==> config.mk <==
export PLATFORM = sky130hd
export DESIGN_NAME = dual_frame_aligner
export DESIGN_NICKNAME = d
export VERILOG_FILES = /design/src/rtl/dfa_pkg.sv /design/src/rtl/dfa_wr_track.sv /design/src/rtl/dfa_frame_store.sv /design/src/rtl/dfa_rd_ctrl.sv /design/src/rtl/dual_frame_aligner.sv
export SDC_FILE = /design/constraint.sdc
export NUM_CORES = 1
export LEC_CHECK = 0
export BUFFER_PORTS_ARGS = -buffer_cell sky130_fd_sc_hd__clkbuf_2
export CAP_MARGIN = 20
export CORE_MARGIN = 2
export CORE_UTILIZATION = 50
export CTS_CLUSTER_SIZE = 24
export DETAILED_ROUTE_END_ITERATION = 8
export PLACE_DENSITY = 0.66
export SYNTH_ARGS = -nofsm -noshare
export SYNTH_HDL_FRONTEND = slang
export SYNTH_SLANG_ARGS = --single-unit
==> constraint.sdc <==
create_clock -name clk -period 7.3 [get_ports clk]
set_input_delay 0.73 -clock clk [delete_from_list [all_inputs] [get_ports clk]]
set_output_delay 0.73 -clock clk [all_outputs]
set_load 0.01 [all_outputs]
==> src/rtl/dfa_pkg.sv <==
package dfa_pkg;
   typedef enum logic {
      AL_SEEK   = 1'b0,
      AL_LOCKED = 1'b1
   } align_state_e;

   function automatic int unsigned addr_bits(input int unsigned depth);
      return (depth > 1) ? $clog2(depth) : 1;
   endfunction
endpackage

==> src/rtl/dfa_wr_track.sv <==
module dfa_wr_track #(
   parameter int unsigned FRAME_LEN = 64,
   parameter int unsigned AW        = 6
) (
   input  logic          clk,
   input  logic          rst_n,
   input  logic          a_valid,
   input  logic          a_sof,
   output logic [AW-1:0] wr_addr,
   output logic [AW-1:0] start_addr,
   output logic          a_armed
);
   localparam logic [AW-1:0] LAST = AW'(FRAME_LEN - 1);

   logic [AW-1:0] wptr;

   always_ff @(posedge clk) begin
      if (!rst_n) begin
         wptr       <= '0;
         start_addr <= '0;
         a_armed    <= 1'b0;
      end else if (a_valid) begin
         wptr <= (wptr == LAST) ? '0 : wptr + 1'b1;
         if (a_sof) begin
            start_addr <= wptr;
            a_armed    <= 1'b1;
         end
      end
   end

   assign wr_addr = wptr;

   assert_wptr_range_R8: assert property (@(posedge clk) disable iff (!rst_n)
      wptr <= LAST);
   assert_wptr_wrap_R8: assert property (@(posedge clk) disable iff (!rst_n)
      (a_valid && wptr == LAST) |=> (wptr == '0));
   assert_wptr_hold_R7: assert property (@(posedge clk) disable iff (!rst_n)
      !a_valid |=> $stable(wptr));
endmodule

==> src/rtl/dfa_frame_store.sv <==
module dfa_frame_store #(
   parameter int unsigned WIDTH = 17,
   parameter int unsigned DEPTH = 64,
   parameter int unsigned AW    = 6
) (
   input  logic             clk,
   input  logic             wr_en,
   input  logic [AW-1:0]    wr_addr,
   input  logic [WIDTH-1:0] wr_word,
   input  logic [AW-1:0]    rd_addr,
   output logic [WIDTH-1:0] rd_word
);
   logic [WIDTH-1:0] mem [DEPTH];

   // Read-first: a read on the cycle its location is written returns the old word.
   always_ff @(posedge clk) begin
      rd_word <= mem[rd_addr];
      if (wr_en) mem[wr_addr] <= wr_word;
   end
endmodule

==> src/rtl/dfa_rd_ctrl.sv <==
module dfa_rd_ctrl
   import dfa_pkg::*;
#(
   parameter int unsigned FRAME_LEN = 64,
   parameter int unsigned AW        = 6
) (
   input  logic          clk,
   input  logic          rst_n,
   input  logic          b_valid,
   input  logic          b_sof,
   input  logic          a_armed,
   input  logic [AW-1:0] a_start,
   output logic [AW-1:0] rd_addr,
   output logic          go,
   output logic          paired,
   output logic          locked
);
   localparam logic [AW-1:0] LAST = AW'(FRAME_LEN - 1);

   align_state_e  state;
   logic [AW-1:0] rptr;

   assign go      = b_valid && b_sof && a_armed;
   assign locked  = (state == AL_LOCKED);
   assign paired  = b_valid && (locked || go);
   assign rd_addr = go ? a_start : rptr;

   always_ff @(posedge clk) begin
      if (!rst_n) begin
         state <= AL_SEEK;
         rptr  <= '0;
      end else begin
         if (go) state <= AL_LOCKED;
         if (paired) rptr <= (rd_addr == LAST) ? '0 : rd_addr + 1'b1;
      end
   end

   assert_early_b_ignored_R3: assert property (@(posedge clk) disable iff (!rst_n)
      (!locked && !a_armed) |=> !locked);
   assert_rptr_hold_R7: assert property (@(posedge clk) disable iff (!rst_n)
      !b_valid |=> $stable(rptr));
   assert_rptr_range_R8: assert property (@(posedge clk) disable iff (!rst_n)
      rptr <= LAST);
endmodule

==> src/rtl/dual_frame_aligner.sv <==
module dual_frame_aligner
   import dfa_pkg::*;
#(
   parameter int unsigned DATA_W          = 16,
   parameter int unsigned FRAME_LEN       = 64,
   parameter bit          EXTRA_OUT_STAGE = 1'b0
) (
   input  logic              clk,
   input  logic              rst_n,
   input  logic              a_valid,
   input  logic              a_sof,
   input  logic [DATA_W-1:0] a_data,
   input  logic              b_valid,
   input  logic              b_sof,
   input  logic [DATA_W-1:0] b_data,
   output logic              out_valid,
   output logic              out_a_sof,
   output logic              out_b_sof,
   output logic [DATA_W-1:0] out_a_data,
   output logic [DATA_W-1:0] out_b_data
);
   localparam int unsigned AW = addr_bits(FRAME_LEN);
   localparam int unsigned WW = DATA_W + 1;

   if (FRAME_LEN < 2) begin : g_bad_frame
      $error("FRAME_LEN must be at least 2");
   end
   if (DATA_W < 1) begin : g_bad_width
      $error("DATA_W must be at least 1");
   end

   logic [AW-1:0] wr_addr, start_addr, rd_addr;
   logic          a_armed, go, paired, locked;
   logic [WW-1:0] rd_word;

   dfa_wr_track #(.FRAME_LEN(FRAME_LEN), .AW(AW)) u_wr (
      .clk(clk), .rst_n(rst_n), .a_valid(a_valid), .a_sof(a_sof),
      .wr_addr(wr_addr), .start_addr(start_addr), .a_armed(a_armed)
   );

   dfa_frame_store #(.WIDTH(WW), .DEPTH(FRAME_LEN), .AW(AW)) u_store (
      .clk(clk), .wr_en(a_valid), .wr_addr(wr_addr),
      .wr_word({a_sof, a_data}), .rd_addr(rd_addr), .rd_word(rd_word)
   );

   dfa_rd_ctrl #(.FRAME_LEN(FRAME_LEN), .AW(AW)) u_rd (
      .clk(clk), .rst_n(rst_n), .b_valid(b_valid), .b_sof(b_sof),
      .a_armed(a_armed), .a_start(start_addr), .rd_addr(rd_addr),
      .go(go), .paired(paired), .locked(locked)
   );

   // First stage lines up live B with the registered store read.
   logic              s1_valid, s1_b_sof;
   logic [DATA_W-1:0] s1_b_data;

   always_ff @(posedge clk) begin
      if (!rst_n) begin
         s1_valid  <= 1'b0;
         s1_b_sof  <= 1'b0;
         s1_b_data <= '0;
      end else begin
         s1_valid  <= paired;
         s1_b_sof  <= go;
         s1_b_data <= b_data;
      end
   end

   logic              s1_a_sof;
   logic [DATA_W-1:0] s1_a_data;
   assign s1_a_sof  = rd_word[DATA_W] && s1_valid;
   assign s1_a_data = rd_word[DATA_W-1:0];

   if (EXTRA_OUT_STAGE) begin : g_out_reg
      always_ff @(posedge clk) begin
         if (!rst_n) begin
            out_valid  <= 1'b0;
            out_a_sof  <= 1'b0;
            out_b_sof  <= 1'b0;
            out_a_data <= '0;
            out_b_data <= '0;
         end else begin
            out_valid  <= s1_valid;
            out_a_sof  <= s1_a_sof;
            out_b_sof  <= s1_b_sof;
            out_a_data <= s1_a_data;
            out_b_data <= s1_b_data;
         end
      end
   end else begin : g_out_direct
      assign out_valid  = s1_valid;
      assign out_a_sof  = s1_a_sof;
      assign out_b_sof  = s1_b_sof;
      assign out_a_data = s1_a_data;
      assign out_b_data = s1_b_data;
   end

   assert_sof_pair_R4: assert property (@(posedge clk) disable iff (!rst_n)
      out_valid |-> (out_a_sof == out_b_sof));
   assert_no_valid_unlocked_R2: assert property (@(posedge clk) disable iff (!rst_n)
      out_valid |-> locked);
   assert_sof_needs_valid_R4: assert property (@(posedge clk) disable iff (!rst_n)
      out_b_sof |-> out_valid);
endmodule

Yosys cells after proc, flatten, opt, wreduce, memory -nomap -nowiden
Memory sizes are Yosys's and may differ from the RTL's. A register that Yosys moved wholly into a read port is not among the register bits.
Index checks and enable logic that the tools add are counted.

cells by class
  add/sub/neg operators = 2
  equality and inequality tests = 2
  mux-type cells = 5
  reductions and logical operators = 6

operators with widths
  cell                                         number
  2-to-1 mux 6 bit                             3
  adder 6 x 1 -> 6 bit, second input constant  2
  equality test 6 bit, second input constant   2
  logical AND 1 bit                            4
  2-to-1 mux 1 bit                             2
  AND reduction 2 bit                          1
  logical OR 1 bit                             1

word-level totals
  bits in registers = 38
  RAM bits = 1,088
  input port bits = 38
  output and inout bits = 35
  word-level logic and storage cells = 24
  memories kept = 1

memories
  memory       words  bits a word  rd ports  clocked after memory_dff  write ports  RTL line               source
  u_store.mem  64     17           1         1                         1            dfa_frame_store.sv:13  logic [WIDTH-1:0] mem [DEPTH];

Depth between registers and ports, before layout
Gate-level depths: netlist of the first run.

  depth after elaboration = 5
  mapped depth = 14
  gate-level depth less buffers = 9

By module
Synthesis of the first run repeated with hierarchy kept, for this count alone.

unflattened totals
  cell total of the unflattened synthesis = 2,125
  area, all modules = 43,918.4 sq um

modules (own cells, without submodules)
  module              times used  cells each  area an instance (sq um)  sequential area each (sq um)
  dfa_frame_store     1           1,953       42,344.4                  33,011.7
  dfa_rd_ctrl         1           73          541.8                     140.1
  dfa_wr_track        1           61          524.3                     260.2
  dual_frame_aligner  1           38          508.0                     360.3

Worst setup path after synthesis of the first run
OpenSTA, ideal clock, no wires.

  path type = input to register
  start point = input a_valid
  end point = memory u_store.mem[48][0] (enable)
  library setup time = 0.435 ns
  arrival time = 2.829 ns
  required time = 6.865 ns
  path slack = 4.036 ns
  stages = 3
  path buffers = 1
  cell sequence = clkbuf_1 nand4b_1 nor4_1

on the way
  longest elaborated chain between the ends = 2

ends and longest elaborated chain
  element                                 RTL line                  source
  start: declaration                      dual_frame_aligner.sv:10  input logic a_valid,
  2-to-1 mux 1 bit                        dfa_frame_store.sv:18     if (wr_en) mem[wr_addr] <= wr_word;
  2-to-1 mux 1 bit (implied by the code)  dfa_frame_store.sv:18
  end: declaration                        dfa_frame_store.sv:13

No other way between the ends.

Final worst setup path of the first run
  start point = register u_wr.a_armed
  end point = register u_store.rd_word[0], read port of u_store.mem

on the way
  longest elaborated chain between the ends = 2

ends and longest elaborated chain
  element                   RTL line               source
  start: declaration        dfa_wr_track.sv:11     output logic a_armed
  start signal: assignment  dfa_wr_track.sv:21     a_armed <= 1'b0;
  start signal: assignment  dfa_wr_track.sv:26     a_armed <= 1'b1;
  logical AND 1 bit         dfa_rd_ctrl.sv:23      assign go = b_valid && b_sof && a_armed;
  2-to-1 mux 6 bit          dfa_rd_ctrl.sv:26      assign rd_addr = go ? a_start : rptr;
  end: declaration          dfa_frame_store.sv:11  output logic [WIDTH-1:0] rd_word

No other way between the ends.
A chain may end at the register's enable or synchronous reset.

==> results of run 1 <==
## cells by family after synthesis
| family | share of synthesized area |
|---|---|
| AND/OR/NAND/NOR | 0.1153 |
| flip-flops | 0.7536 |
| AO/OA/AOI/OAI | 0.04305 |
| multiplexers | 0.06277 |
| buffers and inverters | 0.02356 |
| XOR/XNOR | 0.001173 |
| adder cells (fa/ha/maj) | 0.0005583 |
## worst max-delay path, delay by kind of cell (launching register included)
| family | cells | cell delay, ps |
|---|---|---|
| AND/OR/NAND/NOR | 4 | 2610 |
| flip-flops | 1 | 360 |
| AO/OA/AOI/OAI | 2 | 490 |
| buffers and inverters | 2 | 1170 |
| multiplexers | 1 | 170 |
## power by group
group | internal [mW] | switching (mW) | total (mW)
combinational | 0.115 | 0.325 | 0.440
clock | 3.33 | 2.42 | 5.75
sequential | 7.21 | 0.0234 | 7.24
## routing by layer
layer | GRT usage | vias to the layer above | routed length (um)
li1 | - | 11907 | -
met1 | 0.3694 | 13708 | 47690
met2 | 0.4259 | 1566 | 58690
met3 | 0.05469 | 226 | 13090
met4 | 0.08648 | 12 | 3717
met5 | 0 | - | 93
## placed cells by master (no fill, tap or decap), types with 45 or more instances in the layout
cell type,synthesis,final
nor2_1,66,62
nor4_1,52,45
o221ai_1,85,85
buf_4,31,96
dfxtp_1,55,55
clkbuf_2,0,72
edfxtp_1,1088,1088
nand2_1,639,636
mux2i_1,277,275
a21oi_1,139,138
nand3_1,320,320
clkbuf_16,0,117
a31oi_1,57,53
## flip-flops by register name, summed over array words and instances (netlist names)
signal and flops:
out_b_data 16, u_wr.a_armed 1, u_wr.wr_addr 6, u_store.rd_word 17, u_rd.locked 1, out_valid 1
u_rd.rptr 6, u_wr.start_addr 6, out_b_sof 1, u_store.mem 1088
## worst max-delay path by stage
stage                                endpoint  cells past startpoint
after global routing       u_store.rd_word[0]                      9
after detailed placement   u_store.rd_word[4]                     10
after floorplan            u_store.mem[48][0]                      3
after CTS                  u_store.rd_word[4]                      9
final                      u_store.rd_word[0]                      9
after global placement    u_store.rd_word[15]                      9
## final cells by class
class	instances	area [sq um]
clock buffers	162	3197
clock inverters	53	499.2
fillers	6844	38240
inverters	5	28.78
multi-input cells	1759	10150
flip-flops and latches	1143	33770
well taps	1165	1458
repair buffers	184	1297
## metrics by stage
step	std cells	total power, mW
2_1_floorplan	3125	7.580
3_3_place_gp	4244	7.797
3_5_place_dp	4251	7.813
4_1_cts	4466	13.48
5_1_grt	4471	13.77
6_report	4471	13.43
==> run_results.csv, run 1 <==
group,metric,value,unit
critical_path,r2r_cells,9,
critical_path,crit_fanout,67,
yosys,synth_top_cell_area_share,0.7291,
clock_tree,postCtsHoldBufs,0,
yosys,async_flop_share,0,
critical_path,rrSetupSlack,2370,ps
sta,worst_hold_slack,254.1,ps
floorplanning,chipHeight,303.4,um
worst_hold_path,whs_endpoint,"out_b_data[14]",
yosys,syn_inst,3125,
yosys,ys_seq_area_frac,0.7536,
sta,worst_pin_slew,1319,ps
clock_tree,numCtsBuffers,114,
sta,setup_viol,0,
detailed_routing,antenna_left,0,
detailed_routing,viasPerCell,6.133,
sta,setup_ws,2367,ps
global_route,gr-total-overflow,0,
global_route,grt_start_max_net_pins,135,
global_route,grt_pass1_vias,25936,
yosys,yosysMostFrequentCell,"edfxtp_1",
critical_path,startpoint_type,"flip-flop",
critical_path,path_cells,"and3_1 -> mux2i_4 -> inv_4 -> nand2_4 -> buf_4 -> o221ai_1 -> a21oi_1 -> nor4_1 -> or4_1",
pwr,max-vdd-ir-drop,0.1737,mV
yosys,syn_area,44810,sq um
critical_path,max_stage_delay,940,ps
global_route,antenna_found_initial,12,
clock_tree,h-tree-depth,3,
place,portBuffers,72,
clock_tree,clkTransAtPathRegs,60,ps
critical_path,r2r-start,"u_wr.a_armed",
final_layout,n_antenna_cell,0,
floorplanning,num_io_pins,73,
clock_tree,post_cts_resized,0,
place,place.gp.congestion,0.8762,
detailed_routing,vias,27419,
critical_path,slowest_stage,"nor4_1",
final_layout,syn2layout_area_growth,12.47,%
worst_hold_path,hold_class,"in -> reg",
pwr,leakagePower,18.63,nW
run_status,status,"completed",
clock_tree,cts_tree,"done",
global_route,grt_pass1_wl,178300,um
yosys,syn_area_per_cell,14.34,sq um
flow_run,max_cap_violations,0,
yosys,synth_nets,3165,
detailed_routing,wl,123300,um
detailed_routing,wire_per_inst,27.57,um
yosys,synth-seq-cells,1143,
pwr,power_density,266.4,nW/um^2
sta,drv_slew,0,
yosys,synth_ff_type,"edfxtp_1",
floorplanning,coreArea,88650,sq um
worst_hold_path,hp-start,"b_data[14]",
clock_tree,clockBufferDepth,3,
sta,max_freq,202.7,MHz
place,pre_cts_ws,1853,ps
critical_path,path_class,"reg -> reg",
sta,setup_tns,0,ps
worst_hold_path,min_path_cells,2,
sta,finalHoldViolations,0,
floorplanning,start_util,0.5055,
place,placed_cell_area,46670,sq um
sta,rsz0062_at_grt,"no",
floorplanning,rows,109,
critical_path,end_kind,"flip-flop",
sta,fin_crit_sh,0.6758,
clock_tree,clk_latency,680,ps
place,hpwl,69210,um
sta,fin_crit,4933,ps
clock_tree,clock-root-buffer,"clkbuf_16",
clock_tree,cts_setup_buffers,0,
sta,skew,22.45,ps
critical_path,cp-startpoint,"u_wr.a_armed",
yosys,synthTopCellsByArea,"edfxtp_1, mux2i_1, nand2_1, nand3_1, dfxtp_1",
floorplanning,die_area,92040,sq um
critical_path,arrival,5550,ps
sta,slew_headroom,0.1140,
yosys,synth_commonest_cells,"edfxtp_1, nand2_1, nand3_1, mux2i_1, a21oi_1",
global_route,grt_usage,0.2666,
final_layout,drive_gt1_frac,0.1152,
yosys,yosysWarnings,0,
final_layout,finish.utilization,0.5686,
final_layout,nets,3247,
clock_tree,cts.sinks,1143,
floorplanning,die_w,303.4,um
detailed_routing,drt_iter0_drc,3791,
detailed_routing,drc,0,
yosys,ys_types,44,
yosys,synth-edff-count,1088,
final_layout,final_cell_area,50400,sq um
detailed_routing,dr.pass1.iters,7,
critical_path,worstPathRequired,7920,ps
yosys,yosysTopAreaCell,"edfxtp_1",
critical_path,r2r-end,"u_store.rd_word[0]",
(Power assumes the default switching activity.)
==> inputs of run 2 (changes only) <==
--- a/config.mk
+++ b/config.mk
@@ -5,6 +5,7 @@
 export SDC_FILE = /design/constraint.sdc
 export NUM_CORES = 1
 export LEC_CHECK = 0
+export ABC_AREA = 1
 export BUFFER_PORTS_ARGS = -buffer_cell sky130_fd_sc_hd__clkbuf_2
 export CAP_MARGIN = 20
 export CORE_MARGIN = 2
==> constraint.sdc (replaced) <==
create_clock -name clk -period 5 [get_ports clk]
set_input_delay 0.5 -clock clk [delete_from_list [all_inputs] [get_ports clk]]
set_output_delay 0.5 -clock clk [all_outputs]
set_load 0.01 [all_outputs]
==> run 2 against run 1 <==
Clock power up 52%. Setup slack lost 980 ps. Area after synthesis increased by 2.8%. Design area increased by 3.1%. Critical endpoint is now u_store.rd_word[11].
==> run_results.csv, run 2 <==
group,metric,value,unit
floorplanning,die_w,307.5,um
critical_path,path_class,"reg -> reg",
final_layout,final_cell_mix,"nand2_1, edfxtp_1, nand3_1",
global_route,grt_pass1_wl,184600,um
clock_tree,clk_latency,700,ps
final_layout,reg_top3,"u_store.mem x1088, u_store.rd_word x17, out_b_data x16",
yosys,synthTopCellsByArea,"edfxtp_1, nand2_1, nand3_1, dfxtp_1, a21oi_1",
critical_path,worstPathRequired,5630,ps
detailed_routing,drc,0,
global_route,grt_start_max_net_pins,127,
detailed_routing,vias,30662,
sta,skew,20.91,ps
place,hpwl,68880,um
sta,fin_crit_sh,0.7226,
pwr,power_density,393.8,nW/um^2
sta,finalHoldViolations,0,
clock_tree,clock-root-buffer,"clkbuf_16",
global_route,grt_usage,0.2640,
worst_hold_path,hold_class,"in -> reg",
floorplanning,num_io_pins,73,
clock_tree,cts.sinks,1143,
yosys,synth_top_cell_area_share,0.7093,
place,pre_cts_ws,1258,ps
clock_tree,h-tree-depth,3,
critical_path,max_stage_delay,690,ps
final_layout,finish.utilization,0.5680,
clock_tree,post_cts_resized,0,
yosys,syn_area_per_cell,11.35,sq um
sta,drv_slew,0,
yosys,syn_inst,4057,
final_layout,drive_gt1_frac,0.09115,
sta,setup_ws,1387,ps
yosys,yosysTopAreaCell,"edfxtp_1",
pwr,total_power,20.47,mW
sta,max_freq,276.8,MHz
yosys,async_flop_share,0,
final_layout,n_fill_cell,7412,
sta,setup_viol,0,
final_layout,syn2layout_area_growth,12.84,%
place,portBuffers,72,
detailed_routing,wl,124900,um
yosys,synth_ff_type,"edfxtp_1",
yosys,synth-seq-cells,1143,
clock_tree,numCtsBuffers,114,
floorplanning,coreArea,91520,sq um
critical_path,arrival,4240,ps
critical_path,path_cells,"nand4_2 -> nand2_8 -> buf_4 -> nand2_1 -> nand2_1 -> a21oi_1 -> nand3_1 -> nand3_1 -> nand2_1 -> nand2_1 -> nand2_1",
critical_path,cpMostUsedCell,"nand2_1",
sta,rsz0062_at_grt,"no",
run_status,status,"completed",
final_layout,top_register,"u_store.mem",
floorplanning,die_area,94570,sq um
pwr,leakagePower,19.27,nW
pwr,max-vdd-ir-drop,0.3022,mV
flow_run,max_cap_violations,0,
yosys,yosysWarnings,0,
final_layout,largest_reg_flops,1088,
yosys,syn_area,46060,sq um
sta,slew_headroom,0.2790,
sta,setup_tns,0,ps
sta,worst_pin_slew,1081,ps
place,place.gp.congestion,0.8487,
sta,fin_crit,3613,ps
yosys,yosysMostFrequentCell,"nand2_1",
critical_path,startpoint_type,"flip-flop",
final_layout,final_common_cell,"nand2_1",
yosys,synth_nets,4097,
detailed_routing,viasPerCell,5.655,
yosys,synth-edff-count,1088,
final_layout,nets,4175,
global_route,grt_pass1_vias,29077,
global_route,gr-total-overflow,0,
floorplanning,start_util,0.5033,
detailed_routing,antenna_left,0,
detailed_routing,dr.pass1.iters,5,
critical_path,crit_fanout,77,
yosys,ys_types,29,
detailed_routing,drt_iter0_drc,3559,
clock_tree,clockBufferDepth,3,
global_route,antenna_found_initial,5,
critical_path,slowest_stage,"nand2_8",
yosys,ys_seq_area_frac,0.7332,
clock_tree,clkTransAtPathRegs,60,ps
yosys,synth_commonest_cells,"nand2_1, edfxtp_1, nand3_1, nor2_1, a21oi_1",
floorplanning,chipHeight,307.5,um
floorplanning,rows,111,
detailed_routing,wire_per_inst,23.03,um
critical_path,end_kind,"flip-flop",
clock_tree,cts_tree,"done",
==> run 2: where the power goes <==
group | switching [mW] | total (mW) | internal (mW)
logic | 0.863 | 1.14 | 0.279
registers | 0.0431 | 10.6 | 10.5
clock network | 3.60 | 8.75 | 5.14
==> run 2: logic make-up (layout without fill, tap and decap cells) <==
logic type,after synthesis,count (layout),share of synthesized area
XOR/XNOR,2,2,0.0003803
other,0,1,0
flip-flops,1143,1143,0.7332
buffers and inverters,298,476,0.02963
adder cells (fa/ha/maj),2,2,0.0005432
AND/OR/NAND/NOR,2445,2445,0.2178
AO/OA/AOI/OAI,167,167,0.01847
==> run 2: worst paths after layout <==
kind | slack, ps | depth (start not counted) | from | to
hold / removal | 230 | 3 | b_valid | out_valid
hold reg to reg | 480 | 2 | u_wr.start_addr[5] | u_wr.start_addr[5]
setup / recovery | 1390 | 11 | u_wr.a_armed | u_store.rd_word[11]
setup reg to reg | 1390 | 11 | u_wr.a_armed | u_store.rd_word[11]
==> run 2: layout make-up <==
class                      instances  area [sq um]  area share
tap                             1186          1484     0.02855
inverter                          53         201.4    0.003875
clock inverter                    75         805.8     0.01550
antenna                            1         2.502  0.00004814
sequential                      1143         33770      0.6497
clock buffer                     141          3048     0.05864
multi-input combinational       2616         11020      0.2121
timing repair buffer             207          1644     0.03163
==> run 2: timing repair <==
item / in CTS / in global routing
setup buffers: 0 / 0
endpoints found under the hold margin: 16 / 0
hold buffers: 16 / 0
==> run 2: critical path: cells and delay by family (launching register included) <==
| family | cells | cell delay, ps |
|---|---|---|
| AOI/OAI and AO/OA | 1 | 60 |
| buffers and inverters | 1 | 600 |
| DFF | 1 | 530 |
| and+or+nand+nor | 9 | 2260 |
==> run 2: per-stage QoR <==
stage | instance area [sq um] | instances | hold WS, ps
after floorplan | 46060 | 4057 | 430.2
after global placement | 47880 | 5185 | 449.9
after detailed placement | 47960 | 5189 | 451.4
after CTS | 51980 | 5421 | 192.3
after global routing | 51980 | 5421 | 218.3
final | 51980 | 5422 | 225.7
==> run 2: metal layers <==
layer / share of wire / GRT usage / vias up
li1: - / - / 14099
met2: 0.48 / 0.4282 / 1496
met3: 0.092 / 0.04693 / 224
met1: 0.40 / 0.3588 / 14839
met4: 0.035 / 0.09790 / 4
met5: 0.00022 / 0 / -
